--- config.mk ---
export PLATFORM = sky130hd
export DESIGN_NAME = napot_tlb
export DESIGN_NICKNAME = d
export VERILOG_FILES = /design/src/rtl/napot_tlb_pkg.sv /design/src/rtl/napot_tlb_check.sv /design/src/rtl/napot_tlb_match.sv /design/src/rtl/napot_tlb_repl.sv /design/src/rtl/napot_tlb.sv
export SDC_FILE = /design/constraint.sdc
export NUM_CORES = 1
export LEC_CHECK = 0
export ABC_AREA = 0
export CORE_MARGIN = 2
export CORE_UTILIZATION = 55
export CTS_CLUSTER_DIAMETER = 60
export DETAILED_ROUTE_END_ITERATION = 12
export GPL_TIMING_DRIVEN = 0
export PLACE_DENSITY = 0.75
export SYNTH_ARGS = -nofsm -noshare
export SYNTH_HDL_FRONTEND = slang
export SYNTH_SLANG_ARGS = --single-unit
--- constraint.sdc ---
create_clock -name clk -period 22.7 [get_ports clk]
set_input_delay 4.54 -clock clk [delete_from_list [all_inputs] [get_ports clk]]
set_output_delay 4.54 -clock clk [all_outputs]
set_load 0.02 [all_outputs]
--- src/rtl/napot_tlb_pkg.sv ---
package napot_tlb_pkg;
    localparam int LVL_BITS   = 9;
    localparam int LEVELS     = 3;
    localparam int VPN_W      = LVL_BITS * LEVELS;
    localparam int OFF_W      = 12;
    localparam int VA_W       = VPN_W + OFF_W;
    localparam int PPN_W      = 44;
    localparam int PA_W       = PPN_W + OFF_W;
    localparam int ASID_W     = 16;
    localparam int NAPOT_BITS = 4;
    localparam logic [NAPOT_BITS-1:0] NAPOT_CODE = 4'b1000;

    typedef enum logic [1:0] {
        LVL_4K  = 2'd0,
        LVL_2M  = 2'd1,
        LVL_1G  = 2'd2,
        LVL_BAD = 2'd3
    } level_e;

    typedef struct packed {
        logic              contig;
        logic [8:0]        rsvd;
        logic [PPN_W-1:0]  ppn;
        logic [1:0]        sw;
        logic              d;
        logic              a;
        logic              g;
        logic              u;
        logic              x;
        logic              w;
        logic              r;
        logic              v;
    } pte_t;

    typedef struct packed {
        logic [VPN_W-1:0]  vpn;
        logic [ASID_W-1:0] asid;
        level_e            lvl;
        logic              is64k;
        pte_t              pte;
    } entry_t;

    // Bits of the VPN that take part in the tag compare.
    function automatic logic [VPN_W-1:0] care_mask(level_e lvl, logic is64k);
        logic [VPN_W-1:0] m;
        m = '1;
        case (lvl)
            LVL_2M:  m[LVL_BITS-1:0]   = '0;
            LVL_1G:  m[2*LVL_BITS-1:0] = '0;
            default: if (is64k) m[NAPOT_BITS-1:0] = '0;
        endcase
        return m;
    endfunction

    // Physical page number after filling the low fields from the lookup VPN.
    function automatic logic [PPN_W-1:0] merge_ppn(logic [PPN_W-1:0] ppn, level_e lvl,
                                                   logic is64k, logic [VPN_W-1:0] vpn);
        logic [PPN_W-1:0] p;
        p = ppn;
        case (lvl)
            LVL_2M:  p[LVL_BITS-1:0]   = vpn[LVL_BITS-1:0];
            LVL_1G:  p[2*LVL_BITS-1:0] = vpn[2*LVL_BITS-1:0];
            default: if (is64k) p[NAPOT_BITS-1:0] = vpn[NAPOT_BITS-1:0];
        endcase
        return p;
    endfunction
endpackage

--- src/rtl/napot_tlb_check.sv ---
module napot_tlb_check
    import napot_tlb_pkg::*;
#(
    parameter bit NAPOT_EN = 1'b1
) (
    input  pte_t   pte,
    input  level_e level,
    output logic   legal,
    output logic   is64k
);
    logic leaf;
    logic base_bad;
    logic napot_shape;

    always_comb begin
        leaf        = pte.r | pte.x;
        base_bad    = !pte.v || (!pte.r && pte.w) || (|pte.rsvd) || (level == LVL_BAD);
        napot_shape = leaf && (level == LVL_4K) && (pte.ppn[NAPOT_BITS-1:0] == NAPOT_CODE);
        is64k       = NAPOT_EN && pte.contig && napot_shape && !base_bad;
        legal       = !base_bad && (!pte.contig || is64k);
    end
endmodule

--- src/rtl/napot_tlb_match.sv ---
module napot_tlb_match
    import napot_tlb_pkg::*;
(
    input  entry_t            ent,
    input  logic              ent_valid,
    input  logic [VPN_W-1:0]  vpn,
    input  logic [ASID_W-1:0] asid,
    output logic              hit
);
    logic [VPN_W-1:0] mask;
    logic             tag_ok;
    logic             asid_ok;

    always_comb begin
        mask    = care_mask(ent.lvl, ent.is64k);
        tag_ok  = ((ent.vpn ^ vpn) & mask) == '0;
        asid_ok = ent.pte.g || (ent.asid == asid);
        hit     = ent_valid && tag_ok && asid_ok;
    end
endmodule

--- src/rtl/napot_tlb_repl.sv ---
module napot_tlb_repl #(
    parameter int ENTRIES = 8,
    localparam int IDX_W  = $clog2(ENTRIES)
) (
    input  logic               clk,
    input  logic               rst,
    input  logic [ENTRIES-1:0] valid,
    input  logic               alloc,
    output logic [IDX_W-1:0]   victim
);
    logic [IDX_W-1:0] rr_q;
    logic [IDX_W-1:0] free_idx;
    logic             any_free;

    always_comb begin
        any_free = 1'b0;
        free_idx = '0;
        for (int i = ENTRIES - 1; i >= 0; i--) begin
            if (!valid[i]) begin
                any_free = 1'b1;
                free_idx = IDX_W'(i);
            end
        end
        victim = any_free ? free_idx : rr_q;
    end

    always_ff @(posedge clk) begin
        if (rst) begin
            rr_q <= '0;
        end else if (alloc && !any_free) begin
            rr_q <= (rr_q == IDX_W'(ENTRIES - 1)) ? '0 : rr_q + 1'b1;
        end
    end
endmodule

--- src/rtl/napot_tlb.sv ---
module napot_tlb
    import napot_tlb_pkg::*;
#(
    parameter int ENTRIES  = 8,
    parameter bit NAPOT_EN = 1'b1
) (
    input  logic              clk,
    input  logic              rst,
    input  logic              flush_i,
    input  logic              fill_valid_i,
    input  logic [63:0]       fill_pte_i,
    input  logic [1:0]        fill_level_i,
    input  logic [VPN_W-1:0]  fill_vpn_i,
    input  logic [ASID_W-1:0] fill_asid_i,
    output logic              fill_fault_o,
    input  logic              lookup_valid_i,
    input  logic [VA_W-1:0]   lookup_vaddr_i,
    input  logic [ASID_W-1:0] lookup_asid_i,
    output logic              hit_o,
    output logic [PA_W-1:0]   paddr_o,
    output logic [7:0]        perm_o
);
    localparam int IDX_W = $clog2(ENTRIES);

    entry_t             ents_q [ENTRIES];
    logic [ENTRIES-1:0] valid_q;
    logic [ENTRIES-1:0] wr_onehot;
    logic [ENTRIES-1:0] hit_vec;
    logic [IDX_W-1:0]   victim;
    logic [IDX_W-1:0]   sel;
    logic               legal;
    logic               is64k;
    logic               commit;
    entry_t             new_ent;
    logic [VPN_W-1:0]   lu_vpn;
    logic               fault_q;
    logic               hit_q;
    logic               out64k_q;
    logic [PA_W-1:0]    paddr_q;
    logic [7:0]         perm_q;

    napot_tlb_check #(.NAPOT_EN(NAPOT_EN)) check_i (
        .pte   (pte_t'(fill_pte_i)),
        .level (level_e'(fill_level_i)),
        .legal (legal),
        .is64k (is64k)
    );

    napot_tlb_repl #(.ENTRIES(ENTRIES)) repl_i (
        .clk    (clk),
        .rst    (rst),
        .valid  (valid_q),
        .alloc  (commit),
        .victim (victim)
    );

    assign commit = fill_valid_i && legal && !flush_i;
    assign lu_vpn = lookup_vaddr_i[VA_W-1:OFF_W];

    always_comb begin
        new_ent.vpn   = fill_vpn_i;
        if (is64k) new_ent.vpn[NAPOT_BITS-1:0] = '0;
        new_ent.asid  = fill_asid_i;
        new_ent.lvl   = level_e'(fill_level_i);
        new_ent.is64k = is64k;
        new_ent.pte   = pte_t'(fill_pte_i);
        wr_onehot     = '0;
        if (commit) wr_onehot[victim] = 1'b1;
    end

    for (genvar g = 0; g < ENTRIES; g++) begin : gen_way
        napot_tlb_match match_i (
            .ent       (ents_q[g]),
            .ent_valid (valid_q[g]),
            .vpn       (lu_vpn),
            .asid      (lookup_asid_i),
            .hit       (hit_vec[g])
        );

        always_ff @(posedge clk) begin
            if (wr_onehot[g]) ents_q[g] <= new_ent;
        end
    end

    always_comb begin
        sel = '0;
        for (int i = ENTRIES - 1; i >= 0; i--) begin
            if (hit_vec[i]) sel = IDX_W'(i);
        end
    end

    always_ff @(posedge clk) begin
        if (rst) begin
            valid_q  <= '0;
            fault_q  <= 1'b0;
            hit_q    <= 1'b0;
            out64k_q <= 1'b0;
            paddr_q  <= '0;
            perm_q   <= '0;
        end else begin
            if (flush_i) valid_q <= '0;
            else         valid_q <= valid_q | wr_onehot;
            fault_q <= fill_valid_i && !legal;
            if (lookup_valid_i && |hit_vec) begin
                hit_q    <= 1'b1;
                out64k_q <= ents_q[sel].is64k;
                paddr_q  <= {merge_ppn(ents_q[sel].pte.ppn, ents_q[sel].lvl,
                                       ents_q[sel].is64k, lu_vpn),
                             lookup_vaddr_i[OFF_W-1:0]};
                perm_q   <= fill_byte(ents_q[sel].pte);
            end else begin
                hit_q    <= 1'b0;
                out64k_q <= 1'b0;
                paddr_q  <= '0;
                perm_q   <= '0;
            end
        end
    end

    function automatic logic [7:0] fill_byte(pte_t p);
        return {p.d, p.a, p.g, p.u, p.x, p.w, p.r, p.v};
    endfunction

    assign fill_fault_o = fault_q;
    assign hit_o        = hit_q;
    assign paddr_o      = paddr_q;
    assign perm_o       = perm_q;
endmodule

==> Word-level counts from Yosys, hierarchy flattened <==
Memory sizes are Yosys's and may differ from the RTL's.
Cells that the tools add are included.
{ "word_totals": {"regBits": 77, "mem_count": 1, "mem_bits_rw": 880, "input_bits": 169} }
{ "memory_table": {"columns": ["memory", "words", "width", "read_ports", "rd_clocked_by_memory_dff", "wr", "line_no", "rtl"], "rows": [
  ["ents_q", 8, 110, 9, 0, 1, "napot_tlb.sv:25", "entry_t ents_q [ENTRIES];"]
]} }
{ "classes": {"mux": 104, "n_addsub": 1, "n_eq_ne": 29, "reduce_logical": 76, "magnitude_cmp": 2, "bitwise_logic": 19} }
{ "op_table": {"columns": ["cell", "count"], "rows": [
  ["$mux 110", 7],
  ["$reduce_or 110->1", 7],
  ["$and 27x27->27", 8],
  ["$logic_not 27->1", 8],
  ["$xor 27x27->27", 8],
  ["$eq 16x16->1", 8],
  ["$mux 9", 9],
  ["$mux 4", 19],
  ["$mux 3", 25],
  ["$mux 5", 9],
  ["$mux 1", 33],
  ["$logic_and 1x1->1", 28],
  ["$reduce_or 2->1", 11],
  ["$eq 2x2->1 const B", 10],
  ["$eq 2x1->1 const B", 9],
  ["$logic_or 1x1->1", 12],
  ["$reduce_or 9->1", 1],
  ["$mux 8", 1],
  ["$or 8x8->8", 1],
  ["$reduce_or 8->1", 1],
  ["$logic_not 1->1", 7],
  ["$eq 4x4->1 const B", 1],
  ["$lt 3x4->1 const B", 1],
  ["$add 3x1->3 const B", 1],
  ["6 further kinds", 6]
]} }

==> Depth between registers and ports, before layout <==
{ "logic_depth": {"word_depth": 24, "mapped_depth": 19} }

==> Modules after synthesis <==
A second synthesis with hierarchy kept.
{ "hier_totals": {"cells_unflattened": 1931, "area_unflattened_um2": 36294.8} }
{ "by_module_without_submodules": {"columns": ["mod", "cells_per_inst", "n_inst", "area_per_inst_um2"], "rows": [
  ["napot_tlb", 1401, 1, 31880.6],
  ["napot_tlb_match", 61, 8, 513.0],
  ["napot_tlb_repl", 31, 1, 235.2],
  ["napot_tlb_check", 11, 1, 75.1]
]} }

==> Worst setup path after synthesis <==
No wires, ideal clock.
{ "synth_timing": {"path_kind": "input to register", "startpoint": "in fill_level_i[1]", "endpoint": "mem ents_q[2][0] in the netlist's numbering (enable)", "arrival_ns": 12.320, "setup_ns": 0.678, "t_required_ns": 22.022, "path_stages": 7, "setup_slack_ns": 9.702, "cell_sequence": "nor2_1 -> o2111ai_1 -> or4_1 -> a21oi_1 -> and3b_1 -> nand2_1 -> nor3_1"} }
{ "synth_lines": {"columns": ["item", "line_no", "rtl"], "rows": [
  ["start, declared", "napot_tlb.sv:12", "input logic [1:0] fill_level_i,"],
  ["$logic_not 2->1", "napot_tlb_check.sv:18", "napot_shape = leaf && (level == LVL_4K) && (pte.ppn[NAPOT_BITS-1:0] == NAPOT_CODE);"],
  ["$logic_and 1x1->1 (2 in series)", "napot_tlb_check.sv:18", null],
  ["$logic_and 1x1->1 (2 in series)", "napot_tlb_check.sv:19", "is64k = NAPOT_EN && pte.contig && napot_shape && !base_bad;"],
  ["$logic_or 1x1->1", "napot_tlb_check.sv:20", "legal = !base_bad && (!pte.contig || is64k);"],
  ["$logic_and 1x1->1 (*)", "napot_tlb_check.sv:20", null],
  ["$logic_and 1x1->1 (*) (2 in series)", "napot_tlb.sv:57", "assign commit = fill_valid_i && legal && !flush_i;"],
  ["$mux 8 (*)", "napot_tlb.sv:68", "if (commit) wr_onehot[victim] = 1'b1;"],
  ["via wr_onehot[2]", "napot_tlb.sv:27", "logic [ENTRIES-1:0] wr_onehot;"],
  ["$mux 1 (*)", "napot_tlb.sv:81", "if (wr_onehot[g]) ents_q[g] <= new_ent;"],
  ["$mux 1 (not written as such) (*)", "napot_tlb.sv:81", null],
  ["$reduce_or 110->1 (no line)", null, null],
  ["$mux 3 (no line) or $mux 1 (tied branches) (6 in series)", null, null],
  ["end, declared", "napot_tlb.sv:25", null]
]} }
Mark *: on every way through the listed nets, which the timed path passes. The rest lies on a longest branch.

==> Worst setup path in the final report <==
{ "layout_timing": {"startpoint": "in lookup_asid_i[4]", "endpoint": "reg paddr_q[22] (netlist: paddr_o[22])"} }
{ "layout_between": {"elab_chain_cells": 14} }
{ "layout_rtl": {"columns": ["item", "line_no", "rtl"], "rows": [
  ["start, declared", "napot_tlb.sv:18", "input logic [ASID_W-1:0] lookup_asid_i,"],
  ["$eq 16x16->1", "napot_tlb_match.sv:17", "asid_ok = ent.pte.g || (ent.asid == asid);"],
  ["$logic_or 1x1->1", "napot_tlb_match.sv:17", null],
  ["$logic_and 1x1->1", "napot_tlb_match.sv:18", "hit = ent_valid && tag_ok && asid_ok;"],
  ["$mux 3 (8 in series)", "napot_tlb.sv:88", "if (hit_vec[i]) sel = IDX_W'(i);"],
  ["$mem_v2 8x110", null, null],
  ["$eq 2x2->1", "napot_tlb_pkg.sv:60", "case (lvl)"],
  ["$mux 9", "napot_tlb_pkg.sv:60", null],
  ["end signal, assigned", "napot_tlb.sv:107", "paddr_q <= {merge_ppn(ents_q[sel].pte.ppn, ents_q[sel].lvl,"],
  ["end, declared", "napot_tlb.sv:39", "logic [PA_W-1:0] paddr_q;"]
]} }
Parallel ways exist; a longest one is shown, timed or not.
A chain may end at the register's enable or synchronous reset.

==> results.md <==
- Status: finished, final reports clean
- Die Y-Extent: 255 um
- Syn_area_per_cell: 16.9 sq um
- Starting density of the core: 55.9%
- Setup CP Type: in -> reg
- Width of the die: 255 um
- Die area: 65000 sq um
- I/O Buffers: 189
- Detailed placement HPWL: 54.8 mm
- CTS tree: yes
- Final Cycle Share: 40.6%
- Dominant synthesized flop cell: edfxtp_1
- Setup violators final: 0
- Maximum vdd ir drop: 51.2 uV
- Number of buffers created by CTS: 85
- Seq cells post-synth: 861
- Global Route Usage Sum: 24.9%
- HP Class: reg -> reg
- Hold path cells: 1
- Worst-margin pin slew: 1.09 ns
- Post-CTS Hold Buffers: 0
- I/O pin count: 235
- Inst Count DP: 3130
- Skew final: 0.0254 ns
- FMAX: 0.109 GHz
- Clock buffer depth: 3
- Setup TNS: 0 ns
- Post-CTS Resized: 0
- CP arrival: 9.73 ns
- Unique masters post-synth: 48
- Area delta synth->final: 19.0%
- Routability cong.: 0.814
- Number of global-route vias before repair: 19200
- Crit Path Max Fanout: 10
- Syn. warnings: 0
- Static leakage: 15.1 nW
- NumNets Final: 2560
- CTS Sinks: 861
- R2R depth: 16
- Startpoint types: input pin
- Max-slew violation count: 0
- Worst skew pair latency: 0.64 ns
- Ys async rst share: 0%
- Vias: 18800
- Root Buffer: clkbuf_16
- First-pass GRT wire length: 118 mm
- Largest net degree at the start of global routing: 29
- EDFF count, synth: 784
- DR pass1 iterations: 5
- Post-CTS setup buffers: 0
- Avg WL per Cell: 24.4 um
- MaxCap Viol Count: 0
- 1st-iter DRT viols: 1799
- Routed vias/inst: 5.70
- Initial antenna violation count: 11
- DRC: 0
- Grt total ovfl: 0
- Non-filler cells, final: 3293
- Critical Path End Type: register
- Rel. slew slack: 26.8%
- Worst EP required: 23.22 ns
- Synthesized cell area: 34600 sq um
- CORE AREA: 61900 sq um
- Final hold violations: 0
- Post-synthesis sequential area ratio: 72.5%
- Fill count: 4159
- PwrDens: 77.7 nW/um^2
- Clock slew at reported path FFs: 0.06 ns
- Layout cells sized above 1: 11.8%
- DRT antenna net count: 0
- # rows: 91
- Min Tclk post-route: 9.21 ns
- Post-synthesis net count: 2224
- RSZ-0062 raised after global routing: no
- Synth Instances: 2044
- CTS H-tree depth: 3
- Total Wirelength: 80.5 mm
-- Yosys cell counts (all sizes together) (3+ instances only) --
library cell	n	area share [%]
a211oi	18	0.39
a21oi	8	0.12
a22oi	5	0.11
a41o	12	0.35
a41oi	12	0.30
and2	13	0.23
buf	83	1.5
clkbuf	13	0.14
dfxtp	77	4.5
edfxtp	784	68
ha	11	0.40
inv	11	0.12
mux2	7	0.23
mux2i	360	10
nand2	34	0.37
nand3	9	0.13
nand4	47	0.85
nor2	65	0.70
nor2b	12	0.24
nor3	25	0.36
nor4	50	0.90
o21a	11	0.24
o41ai	6	0.15
or3b	4	0.10
or4	3	0.065
xnor2	128	3.2
xor2	216	5.5
-- state kept, by name, indices dropped and copies added (netlist names) --
| register | cells |
|---|---|
| ents_q | 784 |
| fill_fault_o | 1 |
| repl_i.rr_q | 3 |
| valid_q | 8 |
| perm_o | 8 |
| paddr_o | 56 |
| hit_o | 1 |
-- metal layers --
layer	vias to the layer above	GRT usage, %	wire [um]
met3	152	4.38	5560
li1	8433	-	-
met1	9446	32.5	32200
met4	14	7.59	2070
met5	-	0	90
met2	723	42.9	40600
-- logic make-up (layout without fill, tap and decap cells) --
| group | count (synthesis) | count (layout) | synth area share [%] |
|---|---|---|---|
| compound gates | 84 | 84 | 1.97 |
| fa+ha+maj | 11 | 11 | 0.398 |
| mux | 367 | 367 | 10.6 |
| other cells | 0 | 4 | 0 |
| buf+inv | 108 | 516 | 1.74 |
| simple gates | 269 | 269 | 4.11 |
| flops | 861 | 861 | 72.5 |
| xor+xnor | 344 | 344 | 8.70 |
-- where the power goes --
| group | total (W) | switching (W) | internal, W |
|---|---|---|---|
| sequential | 0.00173 | 0.0000000365 | 0.00173 |
| clock | 0.00138 | 0.000593 | 0.000785 |
| combinational | 0.0000969 | 0.0000569 | 0.0000400 |
-- final timing paths --
path	start	end	slack, ns
min reg2reg	valid_q[6]	valid_q[6]	0.54
max	lookup_asid_i[4]	paddr_o[22]	13.49
max reg2reg	ents_q[6][69]	paddr_o[22]	17.22
min	valid_q[6]	valid_q[6]	0.54
-- critical path: stages --
cell,delay (ns)
buf_2,0.20
xor2_1,0.19
nor4_1,0.63
a41oi_1,0.39
nor4_1,0.53
o211ai_1,0.19
a31o_2,0.33
buf_2,0.23
buf_4,0.25
buf_1,0.40
a211oi_1,0.30
a21oi_1,0.08
mux2i_1,0.26
ha_1,0.20
clkinv_1,0.28
clkbuf_1,0.35
a211oi_1,0.36
-- cell type report --
type | instances | area [sq um] | share of cell area, %
sequential | 861 | 25100 | 60.9
multi-input combinational | 1075 | 8980 | 21.8
timing repair buffer | 249 | 2710 | 6.58
clock buffer | 116 | 2410 | 5.84
tap | 837 | 1050 | 2.54
buffer | 96 | 558 | 1.35
clock inverter | 43 | 365 | 0.886
inverter | 12 | 45.0 | 0.109
antenna | 4 | 10.0 | 0.0243
-- placed cells by master (no fill, tap or decap), types with 11 or more instances in the layout --
cell and n:
clkinv_2 18, clkbuf_8 12, clkbuf_16 87, edfxtp_1 784, nor4_1 50, xnor2_1 128
o21a_1 11, and2_1 13, clkbuf_1 30, a41o_1 12, nor2_1 61, buf_4 17
nor2b_1 11, buf_6 46, nand4_1 47, dfxtp_1 77, buf_2 53, ha_1 11
buf_12 14, a211oi_1 18, inv_1 11, nand2_1 34, a41oi_1 12, mux2i_1 360
nor3_1 21, xor2_1 216, clkdlybuf4s50_1 189
-- metrics by stage --
step                util [%]  setup slack, ns  hold WS (ns)  area, sq um  power, W
floorplan                  -             9.70         0.464        34600   0.00180
global placement        60.6             2.19         0.489        37600   0.00185
detailed placement      62.0            12.88         0.520        38400   0.00186
CTS                     66.5            13.55         0.534        41200   0.00322
global route            66.5            13.13         0.562        41200   0.00328
finish                  66.5            13.49         0.535        41200   0.00320
Note: power is estimated with default switching activity, not from simulation.
